<file path="config.mk">
export PLATFORM = sky130hd
export DESIGN_NAME = ecc_sram_ctrl
export DESIGN_NICKNAME = d
export VERILOG_FILES = /design/src/rtl/ecc_sram_pkg.sv /design/src/rtl/secded_enc.sv /design/src/rtl/secded_dec.sv /design/src/rtl/lane_merge.sv /design/src/rtl/ecc_sram_ctrl.sv
export SDC_FILE = /design/constraint.sdc
export NUM_CORES = 1
export LEC_CHECK = 0
export BUFFER_PORTS_ARGS = -buffer_cell sky130_fd_sc_hd__buf_2
export CAP_MARGIN = 20
export CORE_MARGIN = 1
export CORE_UTILIZATION = 52
export DETAILED_ROUTE_END_ITERATION = 8
export PLACE_DENSITY = 0.81
export REMOVE_ABC_BUFFERS = 1
export SLEW_MARGIN = 20
export SYNTH_ARGS = -nofsm -noshare
export SYNTH_HDL_FRONTEND = slang
export SYNTH_SLANG_ARGS = --single-unit
</file>
<file path="constraint.sdc">
create_clock -name clk -period 4.26 [get_ports clk]
set_clock_uncertainty 0.2 [all_clocks]
set_input_delay 0.426 -clock clk [delete_from_list [all_inputs] [get_ports clk]]
set_output_delay 0.426 -clock clk [all_outputs]
set_load 0.1 [all_outputs]
</file>
<file path="src/rtl/ecc_sram_pkg.sv">
package ecc_sram_pkg;
  localparam int DATA_W   = 32;
  localparam int HAM_W    = 6;
  localparam int CHK_W    = HAM_W + 1;
  localparam int CW_W     = DATA_W + CHK_W;
  localparam int LANES    = DATA_W / 8;
  localparam int LAST_POS = DATA_W + HAM_W;

  // Hamming position (1-based) of data bit idx: non-powers of two in order.
  function automatic int data_pos(input int idx);
    int n;
    int res;
    n   = 0;
    res = 0;
    for (int c = 1; c <= LAST_POS; c++) begin
      if ((c & (c - 1)) != 0) begin
        if (n == idx) res = c;
        n++;
      end
    end
    return res;
  endfunction

  // Data bits covered by Hamming check bit k.
  function automatic logic [DATA_W-1:0] cover_mask(input int k);
    logic [DATA_W-1:0] m;
    m = '0;
    for (int i = 0; i < DATA_W; i++) begin
      if (((data_pos(i) >> k) & 1) != 0) m[i] = 1'b1;
    end
    return m;
  endfunction

  // Byte lanes inside the transfer window after rounding the address down.
  function automatic logic [LANES-1:0] lane_window(input logic [1:0] off,
                                                   input logic [1:0] size);
    logic [LANES-1:0] w;
    case (size)
      2'b00:   w = LANES'(1) << off;
      2'b01:   w = off[1] ? 4'b1100 : 4'b0011;
      default: w = '1;
    endcase
    return w;
  endfunction
endpackage

</file>
<file path="src/rtl/secded_enc.sv">
module secded_enc
  import ecc_sram_pkg::*;
(
  input  logic [DATA_W-1:0] data,
  output logic [CHK_W-1:0]  chk
);
  logic [HAM_W-1:0] ham;

  for (genvar k = 0; k < HAM_W; k++) begin : g_ham
    localparam logic [DATA_W-1:0] COVER = cover_mask(k);
    assign ham[k] = ^(data & COVER);
  end

  // Top check bit makes the whole 39-bit word even parity.
  assign chk = {^{data, ham}, ham};
endmodule

</file>
<file path="src/rtl/secded_dec.sv">
module secded_dec
  import ecc_sram_pkg::*;
(
  input  logic [CW_W-1:0]   cw,
  output logic [DATA_W-1:0] data_out,
  output logic              single_err,
  output logic              double_err
);
  logic [DATA_W-1:0] raw;
  logic [CHK_W-1:0]  chk;
  logic [HAM_W-1:0]  syn;
  logic              odd;
  logic              in_range;

  assign raw = cw[CW_W-1:CHK_W];
  assign chk = cw[CHK_W-1:0];

  for (genvar k = 0; k < HAM_W; k++) begin : g_syn
    localparam logic [DATA_W-1:0] COVER = cover_mask(k);
    assign syn[k] = chk[k] ^ (^(raw & COVER));
  end

  assign odd      = ^cw;
  assign in_range = (syn <= HAM_W'(LAST_POS));

  // Odd parity with a syndrome inside the word: one flipped bit.
  // Even parity with a nonzero syndrome, or a syndrome past the word: not repairable.
  assign single_err = odd && in_range;
  assign double_err = (!odd && (syn != '0)) || (odd && !in_range);

  for (genvar g = 0; g < DATA_W; g++) begin : g_fix
    localparam logic [HAM_W-1:0] POS = HAM_W'(data_pos(g));
    assign data_out[g] = raw[g] ^ (single_err && (syn == POS));
  end
endmodule

</file>
<file path="src/rtl/lane_merge.sv">
module lane_merge
  import ecc_sram_pkg::*;
(
  input  logic [DATA_W-1:0] old_data,
  input  logic [DATA_W-1:0] new_data,
  input  logic [LANES-1:0]  lanes,
  output logic [DATA_W-1:0] merged
);
  for (genvar l = 0; l < LANES; l++) begin : g_lane
    assign merged[8*l +: 8] = lanes[l] ? new_data[8*l +: 8] : old_data[8*l +: 8];
  end
endmodule

</file>
<file path="src/rtl/ecc_sram_ctrl.sv">
module ecc_sram_ctrl
  import ecc_sram_pkg::*;
#(
  parameter int ADDR_W = 10
) (
  input  logic                clk,
  input  logic                rst,
  input  logic                bus_sel,
  input  logic                bus_write,
  input  logic [ADDR_W-1:0]   bus_addr,
  input  logic [1:0]          bus_size,
  input  logic [LANES-1:0]    bus_strb,
  input  logic [DATA_W-1:0]   bus_wdata,
  output logic                bus_ready,
  output logic [DATA_W-1:0]   bus_rdata,
  output logic                bus_err,
  output logic                evt_corr,
  output logic                evt_uncorr,
  output logic                ram_en,
  output logic                ram_we,
  output logic [ADDR_W-3:0]   ram_addr,
  output logic [CW_W-1:0]     ram_wdata,
  input  logic [CW_W-1:0]     ram_rdata
);
  localparam int WADDR_W = ADDR_W - 2;

  typedef enum logic [2:0] {
    S_IDLE, S_RD, S_RMW_RD, S_RMW_CHK, S_RMW_WR, S_RESP
  } state_e;

  state_e             st;
  logic               rdy;
  logic               acc;
  logic               is_full;
  logic               acc_read;
  logic               acc_full;
  logic               acc_rmw;
  logic               dec_phase;
  logic [WADDR_W-1:0] bus_word;
  logic [LANES-1:0]   bus_lanes;

  logic [WADDR_W-1:0] addr_q;
  logic [DATA_W-1:0]  wdata_q;
  logic [LANES-1:0]   lanes_q;
  logic [DATA_W-1:0]  old_q;
  logic               abort_q;
  logic [CW_W-1:0]    cw_q;

  logic [DATA_W-1:0]  dec_data;
  logic               dec_single;
  logic               dec_double;
  logic [DATA_W-1:0]  merged;
  logic [DATA_W-1:0]  enc_in;
  logic [CHK_W-1:0]   enc_chk;

  // Request decode
  assign rdy       = (st == S_IDLE) || (st == S_RD) || (st == S_RESP);
  assign acc       = bus_sel && rdy;
  assign bus_word  = bus_addr[ADDR_W-1:2];
  assign bus_lanes = lane_window(bus_addr[1:0], bus_size) & bus_strb;
  assign is_full   = bus_size[1] && (bus_addr[1:0] == 2'b00) && (&bus_strb);
  assign acc_read  = acc && !bus_write;
  assign acc_full  = acc && bus_write && is_full;
  assign acc_rmw   = acc && bus_write && !is_full;
  assign dec_phase = (st == S_RD) || (st == S_RMW_RD);

  secded_dec u_dec (
    .cw         (ram_rdata),
    .data_out   (dec_data),
    .single_err (dec_single),
    .double_err (dec_double)
  );

  lane_merge u_merge (
    .old_data (old_q),
    .new_data (wdata_q),
    .lanes    (lanes_q),
    .merged   (merged)
  );

  // One encoder shared by the direct write and the merge stage.
  assign enc_in = (st == S_RMW_CHK) ? merged : bus_wdata;

  secded_enc u_enc (
    .data (enc_in),
    .chk  (enc_chk)
  );

  // Sequencer and status registers
  always_ff @(posedge clk) begin
    if (rst) begin
      st         <= S_IDLE;
      addr_q     <= '0;
      wdata_q    <= '0;
      lanes_q    <= '0;
      old_q      <= '0;
      abort_q    <= 1'b0;
      cw_q       <= '0;
      evt_corr   <= 1'b0;
      evt_uncorr <= 1'b0;
    end else begin
      evt_corr   <= dec_phase && dec_single;
      evt_uncorr <= dec_phase && dec_double;
      case (st)
        S_RMW_RD: begin
          old_q   <= dec_data;
          abort_q <= dec_double;
          st      <= S_RMW_CHK;
        end
        S_RMW_CHK: begin
          cw_q <= {merged, enc_chk};
          st   <= S_RMW_WR;
        end
        S_RMW_WR: st <= S_RESP;
        default: begin
          if (acc_read) begin
            st <= S_RD;
          end else if (acc_rmw) begin
            st      <= S_RMW_RD;
            addr_q  <= bus_word;
            wdata_q <= bus_wdata;
            lanes_q <= bus_lanes;
          end else begin
            st <= S_IDLE;
          end
        end
      endcase
    end
  end

  // RAM port: the write-back owns it in S_RMW_WR, otherwise a new request drives it.
  always_comb begin
    ram_en    = 1'b0;
    ram_we    = 1'b0;
    ram_addr  = bus_word;
    ram_wdata = {bus_wdata, enc_chk};
    if (st == S_RMW_WR) begin
      ram_en    = !abort_q;
      ram_we    = !abort_q;
      ram_addr  = addr_q;
      ram_wdata = cw_q;
    end else if (acc) begin
      ram_en = 1'b1;
      ram_we = acc_full;
    end
  end

  // Bus response
  assign bus_ready = rdy;
  assign bus_rdata = (st == S_RD) ? dec_data : '0;
  assign bus_err   = ((st == S_RD) && dec_double) || ((st == S_RESP) && abort_q);

  // Assertions
  p_full_no_stall_r1: assert property (@(posedge clk) disable iff (rst)
    acc_full |=> bus_ready);

  p_read_next_r3: assert property (@(posedge clk) disable iff (rst)
    acc_read |=> bus_ready);

  p_rmw_stall_r4: assert property (@(posedge clk) disable iff (rst)
    acc_rmw |=> !bus_ready ##1 !bus_ready ##1 !bus_ready ##1 bus_ready);

  p_rmw_reads_first_r4: assert property (@(posedge clk) disable iff (rst)
    acc_rmw |-> (ram_en && !ram_we));

  p_unaligned_rmw_r6: assert property (@(posedge clk) disable iff (rst)
    (acc && bus_write && (bus_addr[1:0] != 2'b00)) |-> !ram_we);

  p_evt_excl_r7: assert property (@(posedge clk) disable iff (rst)
    $onehot0({evt_corr, evt_uncorr}));

  p_abort_no_write_r9: assert property (@(posedge clk) disable iff (rst)
    ((st == S_RMW_WR) && abort_q) |-> !ram_en);

  p_abort_err_r9: assert property (@(posedge clk) disable iff (rst)
    ((st == S_RMW_WR) && abort_q) |=> (bus_ready && bus_err));
endmodule

</file>
==> results of run 1 <==
-- registers in the layout, indices dropped and copies added, names as in the netlist --
name / count
cw_q: 39
old_q: 32
wdata_q: 32
addr_q: 8
lanes_q: 4
st: 3
abort_q: 1
evt_corr: 1
evt_uncorr: 1
-- cell type report --
class	count	share of cell area, %
inverters	1	0.03653
repair buffers	202	15.38
well taps	188	2.289
clock buffers	20	4.347
multi-input cells	845	52.45
clock inverters	12	1.912
flip-flops and latches	121	23.59
-- power breakdown --
group / internal (mW) / leakage [nW] / switching, mW
clock network: 1.05 / 0.306 / 0.532
registers: 1.20 / 0.986 / 0.0628
logic: 1.05 / 2.79 / 2.17
total: 3.30 / 4.08 / 2.76
-- critical path, cell delays in order --
cell	delay (ns)
buf_2	0.14
xnor2_1	0.26
xnor2_2	0.16
xnor2_2	0.26
xnor3_1	0.51
xnor2_2	0.28
mux2i_1	0.18
buf_4	0.21
or4_1	0.50
xor2_1	0.18
nor2_1	0.19
buf_12	0.21
-- metal layers --
layer / vias to the layer above / global-route usage (%)
met1: 3552 / 38.36
li1: 3755 / -
met3: 33 / 5.650
met4: 0 / 8.717
met5: - / 0
met2: 296 / 51.35
-- timing repair --
item                       in CTS  in global routing
hold buffers                    0                  0
setup endpoints to repair       0                 12
gates resized for setup         0                 12
hold endpoints to repair        0                  0
-- cell usage in the layout, fill, tap and decap left out, types with 3 or more instances in the layout --
cell type and instances:
nand3_1 10, nand2_1 235, o21ai_0 9, mux2i_1 42, xnor2_2 6, xor2_1 47, xnor3_1 12, nor4_1 6
a211oi_1 64, a21oi_1 70, nand2b_1 7, nor2b_1 3, buf_2 141, nor2_1 138, dfxtp_1 120, buf_12 33
xnor2_1 139, nor4_2 3, clkinv_2 3, nor4b_1 3, clkinvlp_4 3, clkbuf_16 17, nor3_1 9, nand3b_1 3
buf_4 27, or4_1 5, bufinv_16 5, a211oi_2 3
-- worst paths after layout --
| check | to | startpoint | cells after the start | slack [ns] |
|---|---|---|---|---|
| hold reg to reg | addr_q[1] | addr_q[1] | 2 | 0.25 |
| setup / recovery | bus_rdata[9] | ram_rdata[22] | 12 | 0.11 |
| setup reg to reg | cw_q[6] | st[2] | 9 | 1.14 |
| hold / removal | addr_q[3] | bus_addr[5] | 3 | 0.06 |
-- metrics by stage --
| stage | worst slack (ns) | area [µm²] | util (%) | setup TNS [ns] | hold WS (ns) |
|---|---|---|---|---|---|
| 3_5_place_dp | 0.05902 | 9580 | 63.25 | 0 | 0.2467 |
| 3_3_place_gp | 0.06564 | 9580 | 63.25 | 0 | 0.2411 |
| 6_report | 0.1109 | 10270 | 67.84 | 0 | 0.05503 |
| 4_1_cts | 0.04186 | 10220 | 67.50 | 0 | 0.04411 |
| 5_1_grt | -0.02253 | 10270 | 67.84 | -0.02253 | 0.05976 |
| 2_1_floorplan | -1.869 | 7755 | - | -49.12 | 0.2300 |
-- cells by family after synthesis --
| group | after synthesis | share of synthesized area (%) |
|---|---|---|
| and+or+nand+nor | 436 | 22.69 |
| buffers and inverters | 69 | 3.414 |
| DFF | 121 | 30.18 |
| AOI/OAI and AO/OA | 157 | 12.43 |
| muxes | 44 | 5.504 |
| xor gates and xnor gates | 208 | 25.79 |
==> out/metrics.yaml, run 1 <==
global_route:
  grt_usage_pct: 30.01
  grt_overflow: 0
  grt_pass1_vias: 7022
  grt_max_degree: 78
  antenna_found_initial: 0
  grt_pass1_wl_mm: 37.47
logic_synthesis:
  syn_inst: 1035
  yosys_most_used_dff: "dfxtp_1"
  synth_edf_count: 0
  syn_area_mm2: 0.008025
  yosys.area.top_type_share_pct: 30.18
  synth_area_per_cell_um2: 7.754
  yosysWarnings: 0
  synthTopCellsByCount: "235 x nand2_1, 141 x xnor2_1, 139 x nor2_1"
  synth-seq-cells: 121
  ys_top_cells_by_area: "dfxtp_1 30%, xnor2_1 15%, nand2_1 11%, nor2_1 6.5%, a211oi_1 6.0%"
  synthArstFlopShare_pct: 0
  synth_cell_types: 46
  netlist.top_cell.by_area: "dfxtp_1"
  seq_area_frac_synth_pct: 30.18
  synth.most_common_cell: "nand2_1"
die:
  num_rows: 45
  die_h_um: 126.2
  dieArea_mm2: 0.01593
  coreArea_mm2: 0.01515
  die_x_um: 126.2
  num_io_pins: 176
  start_util_pct: 52.99
power:
  power_leakage_nw: 4.080
  p_per_area_mw_per_mm2: 590.1
  irDropWorstVdd_v: 0.0005782
  power.total_mw: 6.063
sta:
  fmax_mhz: 241.0
  rsz0062_at_grt: "yes"
  setup_viol: 0
  slew_violations: 0
  finalCritPeriodShare_pct: 97.40
  maxSlewHeadroom_pct: 31.37
  fin_crit_ns: 4.149
  worst_pin_slew_ns: 1.029
  hold_violations: 0
detailed_routing:
  routed_via_density: 5.497
  top_layer: "met4"
  ant_nets: 0
  dr.pass1.iters: 5
  wl_met1_mm: 10.11
  via_count: 7636
  wl_per_cell_um: 16.99
  wl_met3_mm: 1.524
  first_iter_violations: 591
  wl_mm: 23.59
  met2_length_mm: 11.56
  route.detailed.drc: 0
flow_run:
  max_cap_violations: 0
clock_network:
  cts_tree: "done"
  cts_buffers: 17
  root_buffer: "clkbuf_16"
  cts_setup_buffers: 0
  worstSkewPairLatency_ns: 0.42
  htree_num_levels: 4
  clock-sinks: 121
  clockBufferDepth: 2
  clkTransAtPathRegs_ns: 0.05
hold_path:
  min_path_type: "in -> reg"
placed_design:
  dp.cells: 1357
  dp_hpwl_mm: 17.44
  portBuffers: 175
  routabilityCongestion: 0.9376
critical_path:
  cp.required_ns: 3.63
  critPathKind: "in -> out"
  end_kind: "primary output"
  path_max_fanout: 11
  start_kind: "input pin"
  cp.arrival_ns: 3.52
final_layout:
  drive_gt1_share_pct: 21.82
  fillers: 1209
  multi_input_area_mm2: 0.005389
  fin_cells: 1389
  antenna_cells: 0
  area_growth_pct: 28.03
  regArea_mm2: 0.002424
  nets: 1279
outcome:
  status: "completed"
Note: power is estimated with default switching activity, not from simulation.
==> inputs of run 2 (changes only) <==
--- a/config.mk
+++ b/config.mk
@@ -9,10 +9,12 @@
 export CAP_MARGIN = 20
 export CORE_MARGIN = 1
 export CORE_UTILIZATION = 52
+export CTS_CLUSTER_SIZE = 28
 export DETAILED_ROUTE_END_ITERATION = 8
 export PLACE_DENSITY = 0.81
 export REMOVE_ABC_BUFFERS = 1
 export SLEW_MARGIN = 20
 export SYNTH_ARGS = -nofsm -noshare
 export SYNTH_HDL_FRONTEND = slang
+export SYNTH_HIERARCHICAL = 1
 export SYNTH_SLANG_ARGS = --single-unit
==> run 2 against run 1 <==
The flow now finishes with violations (negative setup slack). Clock power shrank 8%. Largest cell class unchanged. Non-clock buffer count grew 18. Clock-buffer cell count grew 3. Worst hold slack gained 0.013 ns. First-iteration DRC count shrank 22%. Synthesized cell count shrank 7.3%.
==> out/metrics.yaml, run 2 <==
power:
  p_switching_mw: 3.076  # +11%
  seqPwrFrac_pct: 18.2  # -2.6 points
  power_leakage_nw: 4.487  # +10%
  p_per_area_mw_per_mm2: 621.3  # +5.3%
  swShare_pct: 45.67  # +0.079 points
  p_clk_share_pct: 21.6  # -4.5 points
  internal_power_mw: 3.659  # +11%
  irDropWorstVdd_v: 0.001896  # +230%
  power_frac_comb_pct: 60.2  # +7.1 points
  power.total_mw: 6.735  # +11%
detailed_routing:
  first_iter_violations: 459  # -22%
  routed_via_density: 5.416  # -1.5%
  top_layer: "met4"
  wl_per_cell_um: 17.55  # +3.3%
  met2_length_mm: 11.25  # -2.8%
  dr.pass1.iters: 5  # unchanged
  wl_met1_mm: 10.13  # +0.23%
  wl_mm: 23.89  # +1.3%
  wl_met3_mm: 1.709  # +12%
  route.detailed.drc: 0  # unchanged
  via_count: 7371  # -3.5%
  ant_nets: 0  # unchanged
final_layout:
  largest_reg_flops: 39  # unchanged
  final_common_cell: "nand2_1"
  postLayoutCoreUtil_pct: 70.78  # +2.9 points
  multi_input_area_mm2: 0.005658  # +5.0%
  drive_gt1_share_pct: 37.57  # +16 points
  nets: 1229  # -3.9%
  antenna_cells: 0  # unchanged
  mostFrequentLayoutCells: "279 x nand2_1, 135 x buf_2, 117 x dfxtp_1"
  reg.largest.list: "cw_q x39, old_q x32, wdata_q x32"
  regMostFlops: "cw_q"
  fillers: 1144  # -5.4%
  area_growth_pct: 31.83
  final_area_mm2: 0.01084  # +5.5%
  regArea_mm2: 0.002427  # +0.16%
critical_path:
  end_kind: "primary output"
  rr_endpoint: "cw_q[6]"
  path_max_fanout: 12  # +1
  critPathLaunch: "st[1]"
  rr_worst_depth: 15  # +6
  start_kind: "register"
  critPathKind: "reg -> out"
  cp.arrival_ns: 3.64  # +0.12 ns
  cp.required_ns: 3.63  # about the same
  r2r_setup_slack_ns: 1.04  # -0.10 ns
  timing.rr.start: "st[1]"
  worstSetupEndpoint: "ram_wdata[6]"
die:
  coreArea_mm2: 0.01531  # +1.1%
  start_util_pct: 53.69  # +0.71 points
  num_io_pins: 176  # unchanged
  die_h_um: 127.8  # +1.2%
  die_x_um: 127.8  # +1.2%
  num_rows: 45  # unchanged
  dieArea_mm2: 0.01632  # +2.4%
sta:
  worst_pin_slew_ns: 0.8690  # -0.1605 ns
  rsz0062_at_grt: "yes"
  finalCritPeriodShare_pct: 100.2  # +2.8 points
  slew_violations: 0  # unchanged
  fin_crit_ns: 4.267  # +0.1177 ns
  setup_viol: 1  # +1
  layout_setup_ws_ns: -0.006736  # -0.1177 ns
  whs_ns: 0.06842  # +0.01339 ns
  fmax_mhz: 234.4  # -2.8%
  maxSlewHeadroom_pct: 42.07  # +11 points
  hold_violations: 0  # unchanged
placed_design:
  portBuffers: 175  # unchanged
  routabilityCongestion: 0.9101  # -2.9%
  dp_hpwl_mm: 17.06  # -2.2%
  pre_cts_ws_ns: 0.05442  # -0.004600 ns
  detailed_place.area_mm2: 0.009911  # +3.4%
logic_synthesis:
  syn_inst: 959  # -7.3%
  synth_cell_types: 53  # +15%
  synthTopCellsByCount: "288 x nand2_1, 121 x dfxtp_1, 92 x a21oi_1"
  synth.most_common_cell: "nand2_1"
  synthArstFlopShare_pct: 0  # unchanged
  synth_area_per_cell_um2: 8.574  # +11%
  synth_edf_count: 0  # unchanged
  netlist.top_cell.by_area: "dfxtp_1"
  syn_area_mm2: 0.008223  # +2.5%
  yosysWarnings: 6  # +6
  ys_top_cells_by_area: "dfxtp_1 29%, nand2_1 13%, xnor2_1 8.6%, mux2_2 6.4%, xor2_1 6.0%"
  synth-seq-cells: 121  # unchanged
  yosys_most_used_dff: "dfxtp_1"
  yosys.area.top_type_share_pct: 29.46  # -0.73 points
  seq_area_frac_synth_pct: 29.46  # -0.73 points
hold_path:
  min_path_type: "in -> reg"
global_route:
  grt_max_degree: 78  # unchanged
  antenna_found_initial: 0  # unchanged
  grt_overflow: 0  # unchanged
  grt_pass1_wl_mm: 36.38  # -2.9%
  grt_usage_pct: 28.99  # -1.0 points
  grt_pass1_vias: 6949  # -1.0%
outcome:
  violations: "negative setup slack"
  status: "finished, violations left"
flow_run:
  max_cap_violations: 0  # unchanged
clock_network:
  cts_buffers: 17  # unchanged
  worstSkewPairLatency_ns: 0.42  # about the same
  clockBufferDepth: 2  # unchanged
  cts_tree: "done"
  clock-sinks: 121  # unchanged
  clkTransAtPathRegs_ns: 0.05  # about the same
  root_buffer: "clkbuf_16"
  htree_num_levels: 4  # unchanged
## run 2: cell types whose count changed after synthesis, sizes merged, moves of 10 or more
cell and change:
nand2 +64, buf +23, xnor2 -54, o21ai -10, mux2 +78, a211oi -67, mux2i -42, nor2 -127
and2 +34, a21oi +51, clkbuf -31
## run 2: layer usage
metal	vias to the layer above	global-route usage, %
met2	343	47.28
met1	3439	36.65
met5	-	0
met3	57	6.260
li1	3532	-
met4	0	13.36
## run 2: how the worst min path moves through the flow
stage | startpoint | endpoint | slack [ns] | cells past startpoint
floorplan | cw_q[10] | cw_q[10] | 0.23 | 2
global placement | cw_q[5] | cw_q[5] | 0.24 | 2
detailed placement | cw_q[7] | cw_q[7] | 0.25 | 2
CTS | bus_addr[4] | addr_q[2] | 0.05 | 3
global route | bus_addr[2] | addr_q[0] | 0.06 | 3
finish | bus_addr[4] | addr_q[2] | 0.07 | 3
## run 2: critical path, stage by stage, from the launching register on
cell,delay (ns)
dfxtp_1,0.33
nor2b_4,0.20
buf_12,0.12
nand2_8,0.10
buf_6,0.16
nand2_1,0.06
nand2_1,0.08
xnor2_2,0.28
buf_4,0.20
xnor2_4,0.14
xnor3_1,0.47
xnor2_2,0.23
xnor2_2,0.13
xnor3_1,0.26
mux2_4,0.29
buf_12,0.17
## run 2: stage by stage
stage	std cells	setup TNS, ns
after floorplan	899	-25.48
after global placement	1321	0
after detailed placement	1321	0
after CTS	1356	0
after global routing	1361	-0.08838
final	1361	-0.006736
## run 2: what timing repair did
item                       in CTS  in global routing
hold endpoints to repair        0                  0
setup endpoints to repair       1                 15
resized for setup              27                 17
pin swaps                      10                 12
hold buffers                    0                  0
cloned                          1                  0
buffers inserted                3                  5
## run 2: power by group through the flow
stage	Sequential [mW]	Combinational, mW	Clock [mW]
floorplan	1.27	2.63	0
global placement	1.24	3.63	0
detailed placement	1.24	3.64	0
CTS	1.22	3.91	1.47
global route	1.23	4.22	1.53
finish	1.23	4.05	1.46
## run 2: cell type report
type                    instances  area share (%)
multi-input cells             775           52.19
well taps                     211           2.435
clock buffers                  23           4.409
flip-flops and latches        121           22.39
repair buffers                220           17.37
clock inverters                 8           1.096
inverters                       3          0.1039
## run 2: cell families (layout without fill, tap and decap cells)
logic type	after synthesis	in the layout	synth area share (%)
AO/OA/AOI/OAI	131	131	9.921
XOR/XNOR	164	164	21.21
buffers and inverters	63	254	4.215
flip-flops	121	121	29.46
multiplexers	80	80	12.40
AND/OR/NAND/NOR	400	400	22.79
==> inputs of run 3 (changes only) <==
--- a/config.mk
+++ b/config.mk
@@ -12,7 +12,6 @@
 export CTS_CLUSTER_SIZE = 28
 export DETAILED_ROUTE_END_ITERATION = 8
 export PLACE_DENSITY = 0.81
-export REMOVE_ABC_BUFFERS = 1
 export SLEW_MARGIN = 20
 export SYNTH_ARGS = -nofsm -noshare
 export SYNTH_HDL_FRONTEND = slang
==> run 3 against run 2 <==
The run still ends with negative setup slack left. Non-clock buffer count up 6. Sequential cell count unchanged. Routed wire length increased by 11%. Clock-buffer cell count down 1. Global-route usage grew 1.6 points. Via count rose by 3.6%. Worst hold slack got worse by 0.0050 ns. Final cell count is 0.51% higher. Largest cell class unchanged. Largest power group unchanged. Highest routed layer is now met5.
==> out/metrics.yaml, run 3 (synthesis results as in run 2) <==
outcome:
  status: "finished, violations left"
  violations: "negative setup slack"
placed_design:
  dp.cells: 1317  # -0.30%
  portBuffers: 175  # unchanged
  routabilityCongestion: 0.9136  # +0.38%
  pre_cts_ws_ns: -0.008334  # -0.06275 ns
  detailed_place.area_mm2: 0.009896  # -0.15%
  dp_hpwl_mm: 17.37  # +1.8%
final_layout:
  final_area_mm2: 0.01094  # +0.91%
  area_growth_pct: 33.03
  nets: 1235  # +0.49%
  drive_gt1_share_pct: 38.87  # +1.3 points
  mostFrequentLayoutCells: "276 x nand2_1, 135 x buf_2, 116 x dfxtp_1"
  final_common_cell: "nand2_1"
  reg.largest.list: "cw_q x39, old_q x32, wdata_q x32"
  fin_cells: 1368  # +0.51%
  postLayoutCoreUtil_pct: 71.43  # +0.65 points
  largest_reg_flops: 39  # unchanged
  regMostFlops: "cw_q"
die:
  num_io_pins: 176  # unchanged
  die_h_um: 127.8  # unchanged
  coreArea_mm2: 0.01531  # unchanged
  num_rows: 45  # unchanged
  start_util_pct: 53.69  # unchanged
  die_x_um: 127.8  # unchanged
  dieArea_mm2: 0.01632  # unchanged
sta:
  layout_setup_ws_ns: -0.1649  # -0.1582 ns
  hold_violations: 0  # unchanged
  finalCritPeriodShare_pct: 103.9  # +3.7 points
  rsz0062_at_grt: "yes"
  maxSlewHeadroom_pct: 35.56  # -6.5 points
  whs_ns: 0.06337  # -0.005049 ns
  fmax_mhz: 226.0  # -3.6%
  setup_viol: 1  # unchanged
  fin_crit_ns: 4.425  # +0.1582 ns
  slew_violations: 0  # unchanged
  worst_pin_slew_ns: 0.9666  # +0.09767 ns
global_route:
  grt_usage_pct: 30.56  # +1.6 points
  antenna_found_initial: 4  # +4
  grt_pass1_wl_mm: 38.58  # +6.1%
  grt_max_degree: 47  # -40%
  grt_pass1_vias: 7180  # +3.3%
  grt_overflow: 0  # unchanged
clock_network:
  htree_num_levels: 4  # unchanged
  clockBufferDepth: 2  # unchanged
  clock-sinks: 121  # unchanged
  worstSkewPairLatency_ns: 0.42  # about the same
  cts_tree: "done"
  root_buffer: "clkbuf_16"
  cts_buffers: 17  # unchanged
  clkTransAtPathRegs_ns: 0.06  # about the same
hold_path:
  min_from: "bus_addr[3]"
  min_path_type: "in -> reg"
  hold_end: "addr_q[1]"
  whs_path_depth: 3  # unchanged
power:
  p_per_area_mw_per_mm2: 626.7  # +0.87%
  seqPwrFrac_pct: 17.9  # -0.3 points
  irDropWorstVdd_v: 0.001403  # -26%
  power_leakage_nw: 4.552  # +1.5%
  internal_power_mw: 3.666  # +0.19%
  power_frac_comb_pct: 60.4  # +0.2 points
  p_switching_mw: 3.189  # +3.7%
  swShare_pct: 46.52  # +0.85 points
  p_clk_share_pct: 21.7  # about the same
detailed_routing:
  route.detailed.drc: 0  # unchanged
  dr.pass1.iters: 5  # unchanged
  wl_per_cell_um: 19.34  # +10%
  via_count: 7640  # +3.6%
  routed_via_density: 5.585  # +3.1%
  wl_mm: 26.46  # +11%
  first_iter_violations: 719  # +57%
  ant_nets: 0  # unchanged
critical_path:
  start_kind: "register"
  cp.required_ns: 3.63  # about the same
  rr_endpoint: "cw_q[6]"
  critPathKind: "reg -> out"
  cp.arrival_ns: 3.80  # +0.16 ns
  rr_worst_depth: 13  # -2
  path_max_fanout: 20  # +8
  end_kind: "primary output"
  timing.rr.start: "st[2]"
  r2r_setup_slack_ns: 0.87  # -0.17 ns
flow_run:
  max_cap_violations: 0  # unchanged
logic_synthesis:
  synth_nets: 1050
-- run 3: changes by cell type in the layout (fill, tap and decap cells not counted), moves of 2 or more --
cell,change
xnor2_1,-2
xnor2_2,+2
clkbuf_1,-3
nand2_1,-3
diode_2,+2
xor2_2,+2
nand2_2,+2
clkbuf_8,+2
buf_4,+5
nand2_4,+2
-- run 3: metrics by stage --
step | power, mW | TNS (ns)
after global routing | 7.028 | -0.2042
after detailed placement | 4.949 | -0.008334
after CTS | 6.610 | -0.02186
after global placement | 4.932 | -0.02434
final | 6.855 | -0.1649
after floorplan | 4.017 | 0
-- run 3: layout make-up --
cell class,instances,area (µm²)
clock inverter,8,117.6
antenna,2,5.005
multi-input combinational,775,5678
clock buffer,22,494.2
timing repair buffer,226,1941
inverter,3,11.26
tap,211,264.0
fill,1079,4375
sequential,121,2429
-- run 3: worst max path at each step --
| stage | start | to | slack, ns | cells after the start |
|---|---|---|---|---|
| final | st[2] | ram_wdata[6] | -0.16 | 13 |
| after global routing | st[1] | ram_wdata[6] | -0.20 | 13 |
| after CTS | st[2] | ram_wdata[6] | -0.02 | 13 |
| after detailed placement | ram_rdata[16] | bus_rdata[4] | -0.008 | 11 |
| after global placement | ram_rdata[16] | bus_rdata[4] | -0.02 | 11 |
| after floorplan | ram_rdata[18] | bus_rdata[18] | 0.31 | 9 |
-- run 3: routing by layer --
layer  wire length (µm)  up-vias  GRT usage [%]
met5                 27        -              0
met4                971        4          10.38
met3               2222       87          7.304
met2              12370      440          50.67
met1              10870     3575          38.90
li1                   -     3534              -
-- run 3: critical path, stage by stage (launching register included) --
cell and delay (ns):
dfxtp_2 0.36, nor2b_4 0.19, and2_4 0.20, buf_12 0.17
nand2_1 0.11, nand2_1 0.20, xnor2_2 0.15, xnor2_1 0.29
xnor2_1 0.22, xnor2_1 0.17, xor2_1 0.32, xnor3_1 0.50
mux2_2 0.30, buf_8 0.18
-- run 3: power groups by stage --
| stage | Sequential (mW) | Clock (mW) | Combinational (mW) |
|---|---|---|---|
| floorplan | 1.26 | 0 | 2.75 |
| detailed placement | 1.25 | 0 | 3.70 |
| CTS | 1.22 | 1.49 | 3.89 |
| finish | 1.23 | 1.49 | 4.14 |
| global route | 1.23 | 1.55 | 4.25 |
| global placement | 1.24 | 0 | 3.69 |
-- run 3: repair_timing --
item | CTS | global route
setup buffers | 4 | 13
endpoints found under the setup margin | 2 | 7
resized for setup | 17 | 32
hold buffers | 0 | 0
pin swaps | 9 | 16
gates cloned | 1 | 1
